==> src/rtl/ds3dm_pkg.sv <==
package ds3dm_pkg;

  localparam int NTRIB      = 7;
  localparam int SUBFRAMES  = 7;
  localparam int BLOCKS     = 8;
  localparam int SF_W       = 3;
  localparam int BLK_W      = 3;
  localparam int BIT_W      = 8;
  localparam int LANE_W     = 3;
  localparam int NUM_CNT    = 3;
  localparam int PAR_SF_A   = 2;
  localparam int PAR_SF_B   = 3;
  localparam int CPAR_SF    = 2;
  localparam int FEBE_SF    = 3;
  localparam int LAST_C_BLK = 6;

  typedef enum logic [2:0] {
    SLOT_INFO,
    SLOT_STUFF,
    SLOT_PAR,
    SLOT_CPAR,
    SLOT_FEBE,
    SLOT_OVH
  } slot_e;

  typedef struct packed {
    logic [SF_W-1:0]  sf;
    logic [BLK_W-1:0] blk;
    logic [BIT_W-1:0] pos;
  } frame_pos_t;

  // Role of the bit at a given frame position.
  function automatic slot_e classify(frame_pos_t p);
    int sf_i;
    int blk_i;
    int pos_i;
    sf_i  = int'(p.sf);
    blk_i = int'(p.blk);
    pos_i = int'(p.pos);
    if (pos_i == 0) begin
      if (blk_i == 0)
        return (sf_i == PAR_SF_A || sf_i == PAR_SF_B) ? SLOT_PAR : SLOT_OVH;
      if ((blk_i % 2) == 0) begin
        if (sf_i == CPAR_SF) return SLOT_CPAR;
        if (sf_i == FEBE_SF) return SLOT_FEBE;
      end
      return SLOT_OVH;
    end
    if (blk_i == BLOCKS - 1 && (pos_i - 1) == sf_i) return SLOT_STUFF;
    return SLOT_INFO;
  endfunction

  // Tributary owning a payload bit (bit interleaved).
  function automatic logic [LANE_W-1:0] lane_of(frame_pos_t p);
    int v;
    if (p.pos == '0) return '0;
    v = (int'(p.pos) - 1) % NTRIB;
    return v[LANE_W-1:0];
  endfunction

  // Saturating increment.
  function automatic logic [31:0] sat_step(logic [31:0] cur, logic inc, logic [31:0] top);
    if (inc && cur != top) return cur + 32'd1;
    return cur;
  endfunction

endpackage

==> src/rtl/ds3dm_position.sv <==
module ds3dm_position
  import ds3dm_pkg::*;
#(
  parameter int TRIB_BITS = 12
) (
  input  logic       clk,
  input  logic       rst_n,
  input  logic       bit_en,
  input  logic       sof,
  input  logic       oof,
  output frame_pos_t cur,
  output logic       in_frame,
  output logic       frame_end,
  output logic       realign
);

  localparam int BLK_LEN = 1 + NTRIB * TRIB_BITS;

  frame_pos_t pos_q;
  frame_pos_t nxt;
  logic       have_q;

  assign cur      = sof ? '0 : pos_q;
  assign in_frame = !oof && (sof || have_q);
  assign frame_end = in_frame
                  && cur.sf  == SF_W'(SUBFRAMES - 1)
                  && cur.blk == BLK_W'(BLOCKS - 1)
                  && cur.pos == BIT_W'(BLK_LEN - 1);
  assign realign  = bit_en && sof && have_q && !oof && (pos_q != '0);

  always_comb begin
    nxt = cur;
    if (cur.pos == BIT_W'(BLK_LEN - 1)) begin
      nxt.pos = '0;
      if (cur.blk == BLK_W'(BLOCKS - 1)) begin
        nxt.blk = '0;
        nxt.sf  = (cur.sf == SF_W'(SUBFRAMES - 1)) ? '0 : cur.sf + 1'b1;
      end else begin
        nxt.blk = cur.blk + 1'b1;
      end
    end else begin
      nxt.pos = cur.pos + 1'b1;
    end
  end

  always_ff @(posedge clk) begin
    if (!rst_n) begin
      pos_q  <= '0;
      have_q <= 1'b0;
    end else if (bit_en) begin
      if (oof)      have_q <= 1'b0;
      else if (sof) have_q <= 1'b1;
      if (in_frame) pos_q <= nxt;
    end
  end

endmodule

==> src/rtl/ds3dm_demux.sv <==
module ds3dm_demux
  import ds3dm_pkg::*;
(
  input  logic              clk,
  input  logic              rst_n,
  input  logic              step,
  input  slot_e             kind,
  input  logic [LANE_W-1:0] lane,
  input  logic              bit_in,
  output logic [NTRIB-1:0]  trib_data,
  output logic [NTRIB-1:0]  trib_vld
);

  logic take;
  assign take = step && (kind == SLOT_INFO);

  for (genvar g = 0; g < NTRIB; g++) begin : g_lane
    logic hit;
    assign hit = take && (lane == LANE_W'(g));
    always_ff @(posedge clk) begin
      if (!rst_n) begin
        trib_data[g] <= 1'b0;
        trib_vld[g]  <= 1'b0;
      end else begin
        trib_vld[g] <= hit;
        if (hit) trib_data[g] <= bit_in;
      end
    end
  end

endmodule

==> src/rtl/ds3dm_parity_mon.sv <==
module ds3dm_parity_mon
  import ds3dm_pkg::*;
(
  input  logic       clk,
  input  logic       rst_n,
  input  logic       step,
  input  logic       oof,
  input  logic       realign,
  input  logic       frame_end,
  input  slot_e      kind,
  input  frame_pos_t cur,
  input  logic       bit_in,
  output logic       p_hit,
  output logic       cp_hit,
  output logic       febe_hit,
  output logic       err_pulse
);

  logic acc_q, prev_par_q, prev_ok_q;
  logic p_bad_q, cp_bad_q, febe_bad_q;
  logic frame_start;
  logic acc_base, acc_n;
  logic p_base, cp_base, febe_base;
  logic p_mis, cp_mis, febe_mis;
  logic is_payload;

  assign frame_start = step && (cur == '0);
  assign is_payload  = (kind == SLOT_INFO) || (kind == SLOT_STUFF);
  assign acc_base    = frame_start ? 1'b0 : acc_q;
  assign acc_n       = acc_base ^ (bit_in & is_payload);
  assign p_base      = frame_start ? 1'b0 : p_bad_q;
  assign cp_base     = frame_start ? 1'b0 : cp_bad_q;
  assign febe_base   = frame_start ? 1'b0 : febe_bad_q;
  assign p_mis       = (kind == SLOT_PAR)  && (bit_in != prev_par_q);
  assign cp_mis      = (kind == SLOT_CPAR) && (bit_in != prev_par_q);
  assign febe_mis    = (kind == SLOT_FEBE) && !bit_in;

  assign p_hit    = step && (kind == SLOT_PAR) && (cur.sf == SF_W'(PAR_SF_B))
                 && prev_ok_q && (p_base || p_mis);
  assign cp_hit   = step && (kind == SLOT_CPAR) && (cur.blk == BLK_W'(LAST_C_BLK))
                 && prev_ok_q && (cp_base || cp_mis);
  assign febe_hit = step && (kind == SLOT_FEBE) && (cur.blk == BLK_W'(LAST_C_BLK))
                 && (febe_base || febe_mis);

  always_ff @(posedge clk) begin
    if (!rst_n) begin
      acc_q      <= 1'b0;
      prev_par_q <= 1'b0;
      prev_ok_q  <= 1'b0;
      p_bad_q    <= 1'b0;
      cp_bad_q   <= 1'b0;
      febe_bad_q <= 1'b0;
      err_pulse  <= 1'b0;
    end else begin
      err_pulse <= p_hit || cp_hit;
      if (step) begin
        acc_q      <= acc_n;
        p_bad_q    <= p_base    || p_mis;
        cp_bad_q   <= cp_base   || cp_mis;
        febe_bad_q <= febe_base || febe_mis;
      end
      if (oof || realign) begin
        prev_ok_q <= 1'b0;
      end else if (step && frame_end) begin
        prev_ok_q  <= 1'b1;
        prev_par_q <= acc_n;
      end
    end
  end

endmodule

==> src/rtl/ds3dm_sat_counter.sv <==
module ds3dm_sat_counter
  import ds3dm_pkg::*;
#(
  parameter int W = 16
) (
  input  logic         clk,
  input  logic         rst_n,
  input  logic         inc,
  input  logic         clr,
  output logic [W-1:0] count,
  output logic [W-1:0] held
);

  localparam logic [W-1:0] TOP = '1;

  logic [31:0] wide_n;
  logic [W-1:0] nxt;

  assign wide_n = sat_step(32'(count), inc, 32'(TOP));
  assign nxt    = wide_n[W-1:0];

  always_ff @(posedge clk) begin
    if (!rst_n) begin
      count <= '0;
      held  <= '0;
    end else if (clr) begin
      held  <= nxt;
      count <= '0;
    end else begin
      count <= nxt;
    end
  end

endmodule

==> src/rtl/ds3_demux_mon.sv <==
module ds3_demux_mon
  import ds3dm_pkg::*;
#(
  parameter int TRIB_BITS = 12,
  parameter int CNT_W     = 16
) (
  input  logic             clk,
  input  logic             rst_n,
  input  logic             bit_en,
  input  logic             bit_in,
  input  logic             sof,
  input  logic             oof,
  input  logic             rd_clr,
  output logic [6:0]       trib_data,
  output logic [6:0]       trib_vld,
  output logic             err_pulse,
  output logic [CNT_W-1:0] p_err_cnt,
  output logic [CNT_W-1:0] cp_err_cnt,
  output logic [CNT_W-1:0] febe_cnt
);

  frame_pos_t cur;
  logic       in_frame, frame_end, realign, step;
  slot_e      kind;
  logic [LANE_W-1:0] lane;
  logic       p_hit, cp_hit, febe_hit;
  logic       stuff_now;
  logic [NUM_CNT-1:0] ev;
  logic [NUM_CNT-1:0][CNT_W-1:0] cnt_live;
  logic [NUM_CNT-1:0][CNT_W-1:0] cnt_held;

  ds3dm_position #(.TRIB_BITS(TRIB_BITS)) u_pos (
    .clk(clk), .rst_n(rst_n), .bit_en(bit_en), .sof(sof), .oof(oof),
    .cur(cur), .in_frame(in_frame), .frame_end(frame_end), .realign(realign)
  );

  assign step      = bit_en && in_frame;
  assign kind      = classify(cur);
  assign lane      = lane_of(cur);
  assign stuff_now = step && (kind == SLOT_STUFF);

  ds3dm_demux u_demux (
    .clk(clk), .rst_n(rst_n), .step(step), .kind(kind), .lane(lane),
    .bit_in(bit_in), .trib_data(trib_data), .trib_vld(trib_vld)
  );

  ds3dm_parity_mon u_mon (
    .clk(clk), .rst_n(rst_n), .step(step), .oof(oof), .realign(realign),
    .frame_end(frame_end), .kind(kind), .cur(cur), .bit_in(bit_in),
    .p_hit(p_hit), .cp_hit(cp_hit), .febe_hit(febe_hit), .err_pulse(err_pulse)
  );

  assign ev = {febe_hit, cp_hit, p_hit};

  for (genvar g = 0; g < NUM_CNT; g++) begin : g_cnt
    ds3dm_sat_counter #(.W(CNT_W)) u_cnt (
      .clk(clk), .rst_n(rst_n), .inc(ev[g]), .clr(rd_clr),
      .count(cnt_live[g]), .held(cnt_held[g])
    );
  end

  assign p_err_cnt  = cnt_held[0];
  assign cp_err_cnt = cnt_held[1];
  assign febe_cnt   = cnt_held[2];

endmodule

==> config.mk <==
export PLATFORM = sky130hd
export DESIGN_NAME = ds3_demux_mon
export DESIGN_NICKNAME = d
export VERILOG_FILES = /design/src/rtl/ds3dm_pkg.sv /design/src/rtl/ds3dm_position.sv /design/src/rtl/ds3dm_demux.sv /design/src/rtl/ds3dm_parity_mon.sv /design/src/rtl/ds3dm_sat_counter.sv /design/src/rtl/ds3_demux_mon.sv
export SDC_FILE = /design/constraint.sdc
export NUM_CORES = 1
export LEC_CHECK = 0
export ABC_CLOCK_PERIOD_IN_PS = 7330
export BUFFER_PORTS_ARGS = -buffer_cell sky130_fd_sc_hd__clkbuf_2
export CAP_MARGIN = 10
export CORE_MARGIN = 2
export CORE_UTILIZATION = 33
export DETAILED_ROUTE_END_ITERATION = 16
export MAX_ROUTING_LAYER = met4
export PLACE_DENSITY = 0.62
export SYNTH_ARGS = -nofsm -noshare
export SYNTH_HDL_FRONTEND = slang
export SYNTH_SLANG_ARGS = --single-unit
export TNS_END_PERCENT = 5
==> constraint.sdc <==
create_clock -name clk -period 7.33 [get_ports clk]
set_input_delay 1.466 -clock clk [delete_from_list [all_inputs] [get_ports clk]]
set_output_delay 1.466 -clock clk [all_outputs]
set_load 0.01 [all_outputs]
==> flow_summary.json, run 1 <==
{
  "finalHoldViolCount": 0,
  "worstReg2RegEnd": "u_demux.trib_data[4]$_SDFFE_PN0P_",
  "critPathMostFrequentCell": "ha_1",
  "layout.cell_area.non_filler_mm2": 0.00772,
  "rr_worst_depth": 19,
  "worst_hold_startpoint": "u_demux.trib_data[3]$_SDFFE_PN0P_",
  "setup_violations": 0,
  "worst_setup_path_end_kind": "flip-flop",
  "critical_path.cell_chain": "clkbuf_2, nand2b_1, ha_1, or4b_2, nor2_1, o221ai_1, or4_1, o31a_2, a21o_1, o211ai_1, o21ai_0, ha_1, o21ai_1, a31oi_1, xor2_1, ha_1, and3_4, or4_4, a21oi_1, mux2i_1",
  "maximum_number_of_pins_on_one_net_before_global_route_repair": 95,
  "finClkSkew_ns": 0.00938,
  "ys_seq_elements": 132,
  "grt_overflow": 0,
  "power_frac_seq_pct": 43.7,
  "die_ht_um": 145,
  "whs_ns": 0.455,
  "final_antenna_net_count": 0,
  "grt_pass1_wl_um": 26300,
  "multiInputGateArea_mm2": 0.00368,
  "dp.final_hpwl_um": 10500,
  "dp_worst_setup_slack_ns": 0.556,
  "floorplan.die.width_um": 145,
  "insertedDiodeCount": 0,
  "timing.final.crit_period_ns": 6.45,
  "cp_max_fo": 13,
  "clock-sinks": 132,
  "rsz0062_at_grt": "no",
  "final.setup.worst_slack_ns": 0.882,
  "cpPeakStageDelay_ns": 0.69,
  "syn-mean-instance-area_um2": 8.20,
  "cts_resized": 0,
  "async_flop_share_pct": 0,
  "grt_use_met2_pct": 23.9,
  "cts_hold_buf": 0,
  "worst_pin_slew_ns": 1.03,
  "vias_per_cell": 5.09,
  "timing.hold.worst_path_depth": 2,
  "reg2reg_setup_slack_ns": 1.67,
  "post_route_cells_drive_above_1_share_pct": 14.9,
  "crit-reg2reg-launch": "u_pos.pos_q[0]$_SDFFE_PN0P_",
  "synth.cells.most_frequent": "152 x nor2_1, 132 x dfxtp_1, 55 x nand2_1, 53 x a211oi_1, 40 x clkbuf_1",
  "power_frac_clock_pct": 49.8,
  "leakage_dissipation_nw": 2.90,
  "irDropWorstVdd_mv": 0.170,
  "die-area_mm2": 0.0211,
  "timing.final.max_slew_violations": 0,
  "synth_largest_type_area_fraction_pct": 40.1,
  "cts_buffers": 17,
  "yosysMostFrequentCell": "nor2_1",
  "first_iter_violations": 364,
  "switching_power_w": 0.000408,
  "synthesis.area_mm2": 0.00659,
  "grtUsageMet3_pct": 4.11,
  "seq_area_frac_synth_pct": 40.1,
  "layout.filler_cells": 2019,
  "remaining_drc_errors": 0,
  "worstSetupPathType": "in -> reg",
  "pwr_density_cell_mw_per_mm2": 219,
  "synthFlopType": "dfxtp_1",
  "seqCellArea_mm2": 0.00264,
  "routed-via-count": 5760,
  "drt-total-wl_um": 15400,
  "route.detailed.wl_per_inst_um": 13.6,
  "tritoncts": "done",
  "fp-row-count": 51,
  "coreArea_mm2": 0.0195,
  "critical_path_arrival_ns": 6.79,
  "post_detailed_placement_cell_area_mm2": 0.00713,
  "run_status": "completed",
  "timing.critical_path.slowest_stage_cell": "or4b_2",
  "critical_path.startpoint_type": "primary input",
  "first_global_vias": 5359,
  "cap_viol_max_count": 0,
  "final.setup.tns_ns": 0,
  "clock_tree.htree_level_count": 4,
  "grt_most_used_layer": "met2",
  "clkTransAtPathRegs_ns": 0.06,
  "start_util_pct": 33.8,
  "synth_warnings": 0,
  "post_synth_main_area_contributors": "dfxtp_1 40%, nor2_1 8.7%, a211oi_1 6.0%, xor2_1 3.5%, nand2_1 3.1%",
  "min_path_type": "reg -> reg",
  "postCtsSetupRepairBufs": 0,
  "port_buffers": 69,
  "max-slew-margin-rel_pct": 31.6,
  "finalCoreUtilization_pct": 39.5,
  "hold-path-endpoint": "u_demux.trib_data[3]$_SDFFE_PN0P_",
  "clock_path_buffers": 2,
  "yosysUniqueCellTypes": 68,
  "place_congestion": 0.839,
  "use_met1_pct": 19.4,
  "final_min_period_over_clock_period_pct": 88.0,
  "grt_use_total_pct": 15.3,
  "syn2layout_area_growth_pct": 17.1,
  "swShare_pct": 24.1,
  "post-synth-top-area-cell": "dfxtp_1",
  "worst-endpoint-required_ns": 7.67,
  "final_nets": 874,
  "power.share.combinational_pct": 6.5,
  "post_synth_inst_count": 804,
  "cts_root_buffer": "clkbuf_16",
  "detailedRoute.firstPassIterationCount": 5,
  "intPower_w": 0.00128,
  "number_of_enable_type_register_cells_in_the_synthesized_netlist": 0,
  "mappedNetlistNets": 825,
  "worstSkewPairLatency_ns": 0.42,
  "antenna_violations_before_repair": 0,
  "boundaryPins": 70,
  "max_freq_mhz": 155
}
-- per-stage QoR --
stage               std cells  power [W]
global placement         1099   0.000863
detailed placement       1099   0.000863
floorplan                 804   0.000831
finish                   1131    0.00169
CTS                      1131    0.00171
global route             1131    0.00176
-- cells in the final DEF (no fill, tap or decap), drive strengths merged, types with 20 or more instances in the layout --
cell,n
xnor2,22
a211oi,54
nand3,33
nor2,152
dfxtp,132
nand2,55
clkbuf,87
xor2,26
o21ai,25
nor3,20
a21oi,28
inv,26
-- registers in the layout, summed over array words and instances, names as in the netlist --
name               flops
u_pos.pos_q           14
u_mon.prev_ok_q        1
u_mon.febe_bad_q       1
u_demux.trib_vld       7
g_cnt.u_cnt.count     48
g_cnt.u_cnt.held      48
u_mon.p_bad_q          1
u_demux.trib_data      7
u_pos.have_q           1
u_mon.err_pulse        1
u_mon.cp_bad_q         1
u_mon.prev_par_q       1
u_mon.acc_q            1
-- cell families (layout without fill, tap and decap cells) --
kind of cell	after synthesis	in the layout	synth area share (%)
muxes	16	16	2.43
DFF	132	132	40.1
xor gates and xnor gates	48	48	6.38
AOI/OAI and AO/OA	168	168	18.0
adders and majority gates	14	14	2.66
buffers and inverters	67	129	4.08
and+or+nand+nor	359	359	26.4
-- per-layer routing --
| metal | vias up | routed length [um] |
|---|---|---|
| li1 | 2961 | - |
| met1 | 2654 | 7480 |
| met2 | 130 | 7090 |
| met3 | 15 | 663 |
| met4 | 0 | 187 |
| met5 | - | 0 |
-- critical path, delay by kind of cell --
| family | cells | cell delay [ns] |
|---|---|---|
| buf+inv | 1 | 0.11 |
| fa+ha+maj | 3 | 1.01 |
| compound gates | 8 | 1.41 |
| xor+xnor | 1 | 0.21 |
| simple gates | 6 | 2.38 |
| mux | 1 | 0.19 |
-- worst max path at each step --
stage	start	to	slack (ns)	cells after the start
after global routing	sof	u_demux.trib_data[3]$_SDFFE_PN0P_	0.49	19
final	sof	u_demux.trib_data[4]$_SDFFE_PN0P_	0.88	20
after floorplan	sof	u_demux.trib_data[5]$_SDFFE_PN0P_	0.08	25
after detailed placement	sof	u_demux.trib_data[4]$_SDFFE_PN0P_	0.56	20
after global placement	sof	u_demux.trib_data[1]$_SDFFE_PN0P_	0.67	20
after CTS	sof	u_demux.trib_data[4]$_SDFFE_PN0P_	0.96	20
-- final cells by class --
class,count,share of cell area (%)
clock buffers,19,5.74
clock inverters,13,1.90
repair buffers,75,5.06
well taps,265,4.29
flip-flops and latches,132,34.2
multi-input cells,605,47.7
inverters,22,1.07
-- power by group through the flow --
stage	Clock [W]	Combinational, W	Sequential [W]
finish	0.000843	0.000110	0.000738
global route	0.000900	0.000122	0.000739
CTS	0.000864	0.000110	0.000738
detailed placement	0	0.000109	0.000754
global placement	0	0.000109	0.000754
floorplan	0	0.0000729	0.000758
(Power assumes the default switching activity.)
==> inputs of run 2 (changes only) <==
ABC_CLOCK_PERIOD_IN_PS = 5200   (was 7330)
clock period = 5.2 ns   (was 7.33 ns; I/O delays follow)
==> flow_summary.json, run 2 (synthesis gave the netlist of run 1 again) <==
{
  "post_route_cells_drive_above_1_share_pct": 20.8,
  "setup_violations": 0,
  "finClkSkew_ns": 0.00741,
  "final_min_period_over_clock_period_pct": 94.5,
  "clock_path_buffers": 2,
  "reg2reg_setup_slack_ns": 0.54,
  "critical_path_arrival_ns": 5.26,
  "vias_per_cell": 5.06,
  "cts_root_buffer": "clkbuf_16",
  "final_antenna_net_count": 0,
  "postCtsSetupRepairBufs": 0,
  "worstSetupPathType": "in -> reg",
  "leakage_dissipation_nw": 3.12,
  "finish.cell_count_without_fillers": 1172,
  "grtUsageMet3_pct": 3.32,
  "fp-row-count": 51,
  "antenna_violations_before_repair": 0,
  "first_global_vias": 5650,
  "boundaryPins": 70,
  "syn2layout_area_growth_pct": 23.9,
  "grt_use_total_pct": 15.9,
  "die-area_mm2": 0.0211,
  "irDropWorstVdd_mv": 0.215,
  "pwr_density_cell_mw_per_mm2": 300,
  "finalHoldViolCount": 0,
  "route.detailed.wl_per_inst_um": 13.7,
  "start_util_pct": 33.8,
  "port_buffers": 69,
  "max_freq_mhz": 203,
  "mostFrequentLayoutCells": "150 x nor2_1, 132 x dfxtp_1, 68 x clkbuf_2",
  "timing.final.crit_period_ns": 4.92,
  "place_congestion": 0.883,
  "grt_most_used_layer": "met2",
  "grt_pass1_wl_um": 27300,
  "grt_overflow": 0,
  "cp_max_fo": 6,
  "detailedRoute.firstPassIterationCount": 5,
  "drt-total-wl_um": 16100,
  "coreArea_mm2": 0.0195,
  "whs_ns": 0.454,
  "place.detailed.instances": 1140,
  "insertedDiodeCount": 0,
  "maximum_number_of_pins_on_one_net_before_global_route_repair": 94,
  "grt_use_met2_pct": 25.5,
  "clock_tree.htree_level_count": 4,
  "rsz0062_at_grt": "no",
  "remaining_drc_errors": 0,
  "max-slew-margin-rel_pct": 33.6,
  "tritoncts": "done",
  "cts_buffers": 17,
  "worst_pin_slew_ns": 0.997,
  "dp.final_hpwl_um": 11300,
  "run_status": "completed",
  "worst-endpoint-required_ns": 5.54,
  "clkTransAtPathRegs_ns": 0.06,
  "die_ht_um": 145,
  "min_path_type": "reg -> reg",
  "critical_path.startpoint_type": "primary input",
  "clock-sinks": 132,
  "largestRegisters": "g_cnt.u_cnt.count (48), g_cnt.u_cnt.held (48), u_pos.pos_q (14)",
  "worst_setup_path_end_kind": "flip-flop",
  "floorplan.die.width_um": 145,
  "use_met1_pct": 20.5,
  "routed-via-count": 5930,
  "cap_viol_max_count": 0,
  "worstSkewPairLatency_ns": 0.42,
  "first_iter_violations": 295,
  "final_common_cell": "nor2_1",
  "final_nets": 915,
  "timing.final.max_slew_violations": 0
}
run 2: changes by cell type in the layout (fill, tap and decap cells not counted), sizes merged:
cell and change:
buf +41, bufinv +1, clkinv -1
run 2: metal layers:
| metal | vias to the layer above | routed length [um] |
|---|---|---|
| li1 | 3038 | - |
| met1 | 2764 | 7900 |
| met2 | 117 | 7410 |
| met3 | 11 | 602 |
| met4 | 0 | 146 |
| met5 | - | 0 |
run 2: worst paths after layout:
check,depth (start not counted),from,end
max,21,sof,u_demux.trib_data[1]$_SDFFE_PN0P_
min,2,u_mon.cp_bad_q$_SDFFE_PN0P_,u_mon.cp_bad_q$_SDFFE_PN0P_
max reg2reg,18,u_pos.pos_q[0]$_SDFFE_PN0P_,u_demux.trib_data[1]$_SDFFE_PN0P_
min reg2reg,2,u_mon.cp_bad_q$_SDFFE_PN0P_,u_mon.cp_bad_q$_SDFFE_PN0P_
run 2: report_power, final:
| part | leakage (nW) | internal (W) | switching [W] |
|---|---|---|---|
| combinational | 1.76 | 0.0000679 | 0.000108 |
| sequential | 1.07 | 0.00103 | 0.0000114 |
| clock | 0.289 | 0.000761 | 0.000472 |
| total | 3.12 | 0.00186 | 0.000591 |
run 2: what timing repair did:
item / CTS / global route
gates resized for setup: 0 / 6
hold buffers: 0 / 0
endpoints found under the setup margin: 0 / 8
run 2: layout make-up:
class	count	area [um^2]
Fill cell	2015	11400
Multi-Input combinational cell	605	3810
Sequential cell	132	2640
Timing Repair Buffer	116	698
Clock buffer	19	433
Tap cell	265	332
Clock inverter	13	171
Inverter	22	82.6
run 2: per-stage QoR:
stage	setup TNS (ns)	instance area, um^2	util, %	power [W]	setup slack, ns
floorplan	-7.20	6760	-	0.00118	-0.585
global placement	-0.637	7540	38.6	0.00124	-0.0891
detailed placement	-1.12	7540	38.6	0.00124	-0.134
CTS	0	8140	41.7	0.00248	0.285
global route	0	8170	41.8	0.00254	0.00812
finish	0	8170	41.8	0.00245	0.284
run 2: critical path: stages:
cell and delay (ns):
clkbuf_2 0.14, nor2b_1 0.07, inv_1 0.11, ha_4 0.18, or4b_4 0.48, buf_4 0.16, o221a_2 0.32, and3_1 0.15
o21ai_0 0.26, a32o_1 0.24, o211ai_1 0.10, o21ai_1 0.10, ha_2 0.26, o21ai_2 0.09, a31oi_1 0.16, xor2_1 0.12
ha_2 0.23, and3_4 0.16, or4_4 0.54, a21boi_2 0.17, mux2i_1 0.18
==> inputs of run 3 (changes only) <==
ABC_CLOCK_PERIOD_IN_PS = 4900   (was 5200)
MAX_ROUTING_LAYER = unset   (was met4)
PLACE_DENSITY = 0.6   (was 0.62)
clock period = 4.9 ns   (was 5.2 ns; I/O delays follow)
==> flow_summary.json, run 3 (synthesis gave the netlist of run 1 again) <==
{
  "cts_buffers": 17,
  "timing.final.max_slew_violations": 0,
  "final.setup.tns_ns": 0,
  "rsz0062_at_grt": "yes",
  "clock_path_buffers": 2,
  "grt_overflow": 0,
  "power_frac_clock_pct": 50.0,
  "run_status": "completed",
  "cpPeakStageDelay_ns": 0.56,
  "power_frac_seq_pct": 42.5,
  "cts_root_buffer": "clkbuf_16",
  "worst_setup_path_end_kind": "flip-flop",
  "place.detailed.instances": 1161,
  "swShare_pct": 25.1,
  "drt-total-wl_um": 16400,
  "leakage_dissipation_nw": 3.26,
  "route.detailed.wl_per_inst_um": 13.7,
  "vias_per_cell": 5.02,
  "crit-reg2reg-launch": "u_pos.pos_q[2]$_SDFFE_PN0P_",
  "worstSetupPathType": "in -> reg",
  "fp-row-count": 51,
  "syn2layout_area_growth_pct": 27.9,
  "worstReg2RegEnd": "u_demux.trib_data[0]$_SDFFE_PN0P_",
  "critPathMostFrequentCell": "ha_2",
  "antenna_violations_before_repair": 0,
  "cap_viol_max_count": 0,
  "grt_use_total_pct": 15.3,
  "worst-endpoint-required_ns": 5.19,
  "final_antenna_net_count": 0,
  "routed-via-count": 5994,
  "clkTransAtPathRegs_ns": 0.06,
  "critical-path-top-delay-family": "simple AND/OR/NAND/NOR gates",
  "clock_tree.htree_level_count": 4,
  "final_min_period_over_clock_period_pct": 97.1,
  "intPower_w": 0.00195,
  "first_iter_violations": 324,
  "timing.critical_path.slowest_stage_cell": "or4_4",
  "mostFrequentLayoutCells": "149 x nor2_1, 132 x dfxtp_1, 69 x buf_4",
  "floorplan.die.width_um": 145,
  "reg2reg_setup_slack_ns": 0.34,
  "finish.cell_count_without_fillers": 1195,
  "cts_hold_buf": 0,
  "worst_setup_path_endpoint": "u_demux.trib_data[0]$_SDFFE_PN0P_",
  "clock-sinks": 132,
  "critical_path.cell_chain": "clkbuf_2, nor2b_1, inv_1, ha_4, or4b_4, nor2_4, o221ai_4, or4_4, o31a_4, a21o_1, o211ai_1, o21ai_1, ha_2, o21ai_2, a31oi_1, xor2_1, ha_2, or3_4, and3b_2, a21boi_2, mux2i_1",
  "setup_violations": 0,
  "cp_max_fo": 6,
  "critical_path_buf_inv_count": 2,
  "grt_pass1_wl_um": 27000,
  "detailedRoute.firstPassIterationCount": 5,
  "final_nets": 938,
  "worst-path-stages": 21,
  "remaining_drc_errors": 0,
  "rr_worst_depth": 19,
  "die_ht_um": 145,
  "worst_hold_startpoint": "u_mon.cp_bad_q$_SDFFE_PN0P_",
  "crit_start": "sof",
  "largestRegisters": "g_cnt.u_cnt.count (48), g_cnt.u_cnt.held (48), u_pos.pos_q (14)",
  "coreArea_mm2": 0.0195,
  "finalHoldViolCount": 0,
  "power.share.combinational_pct": 7.5,
  "final_common_cell": "nor2_1",
  "finClkSkew_ns": 0.00816,
  "critical_path.startpoint_type": "primary input",
  "maximum_number_of_pins_on_one_net_before_global_route_repair": 50,
  "die-area_mm2": 0.0211,
  "min_path_type": "reg -> reg",
  "critical_path_arrival_ns": 5.05,
  "start_util_pct": 33.8,
  "boundaryPins": 70,
  "first_global_vias": 5509,
  "worst_pin_slew_ns": 1.02,
  "place_congestion": 0.832,
  "worstSkewPairLatency_ns": 0.42,
  "port_buffers": 69,
  "dp.final_hpwl_um": 11500,
  "insertedDiodeCount": 0,
  "tritoncts": "done",
  "layout.filler_cells": 1958,
  "max_freq_mhz": 210,
  "post_route_cells_drive_above_1_share_pct": 24.6,
  "pwr_density_cell_mw_per_mm2": 308,
  "max-slew-margin-rel_pct": 32.2,
  "irDropWorstVdd_mv": 0.228,
  "timing.final.crit_period_ns": 4.76,
  "switching_power_w": 0.000653
}
-- run 3: per-stage QoR --
step | instance area (um^2) | power [W] | hold slack [ns] | worst slack, ns | util, %
6_report | 8430 | 0.00260 | 0.453 | 0.142 | 43.2
5_1_grt | 8430 | 0.00270 | 0.476 | -0.0332 | 43.2
4_1_cts | 8300 | 0.00263 | 0.456 | 0.0685 | 42.5
3_5_place_dp | 7690 | 0.00132 | 0.447 | -0.313 | 39.4
3_3_place_gp | 7690 | 0.00132 | 0.446 | -0.235 | 39.4
2_1_floorplan | 6760 | 0.00125 | 0.432 | -0.825 | -
-- run 3: worst register-to-register path: cells and delay by family, from the launching register on --
kind	cells	cell delay [ns]
simple gates	5	1.73
compound gates	8	1.27
fa+ha+maj	2	0.42
flops	1	0.37
buf+inv	2	0.34
xor+xnor	1	0.19
mux	1	0.12
-- run 3: area by class of cell --
class / count / area (um^2) / area share [%]
Clock inverter: 14 / 166 / 1.97
Timing Repair Buffer: 139 / 875 / 10.4
Sequential cell: 132 / 2640 / 31.3
Inverter: 22 / 82.6 / 0.979
Clock buffer: 18 / 439 / 5.21
Tap cell: 265 / 332 / 3.93
Multi-Input combinational cell: 605 / 3900 / 46.2
-- run 3: metal layers --
| layer | up-vias | share of wire, % | GRT usage (%) |
|---|---|---|---|
| met1 | 2784 | 50 | 20.9 |
| li1 | 3097 | - | - |
| met3 | 10 | 3.8 | 3.92 |
| met5 | - | 0 | 0 |
| met4 | 0 | 0.96 | 3.92 |
| met2 | 103 | 46 | 24.3 |
-- run 3: power groups by stage --
stage                     sequential [W]  clock [W]  combinational [W]
final                            0.00110    0.00130           0.000196
after global routing             0.00111    0.00138           0.000216
after CTS                        0.00110    0.00133           0.000189
after detailed placement         0.00113          0           0.000187
after global placement           0.00113          0           0.000187
after floorplan                  0.00113          0           0.000120
-- run 3: worst min-delay path by stage --
stage	slack, ns	cells past startpoint	endpoint
floorplan	0.43	2	u_mon.cp_bad_q$_SDFFE_PN0P_
global placement	0.45	2	u_mon.cp_bad_q$_SDFFE_PN0P_
detailed placement	0.45	2	u_mon.cp_bad_q$_SDFFE_PN0P_
CTS	0.46	2	u_mon.cp_bad_q$_SDFFE_PN0P_
global route	0.48	2	u_demux.trib_data[4]$_SDFFE_PN0P_
finish	0.45	2	u_mon.cp_bad_q$_SDFFE_PN0P_
-- run 3: what timing repair did --
action / CTS / global route
setup endpoints to repair: 0 / 14
buffers inserted: 0 / 2
resized for setup: 0 / 31
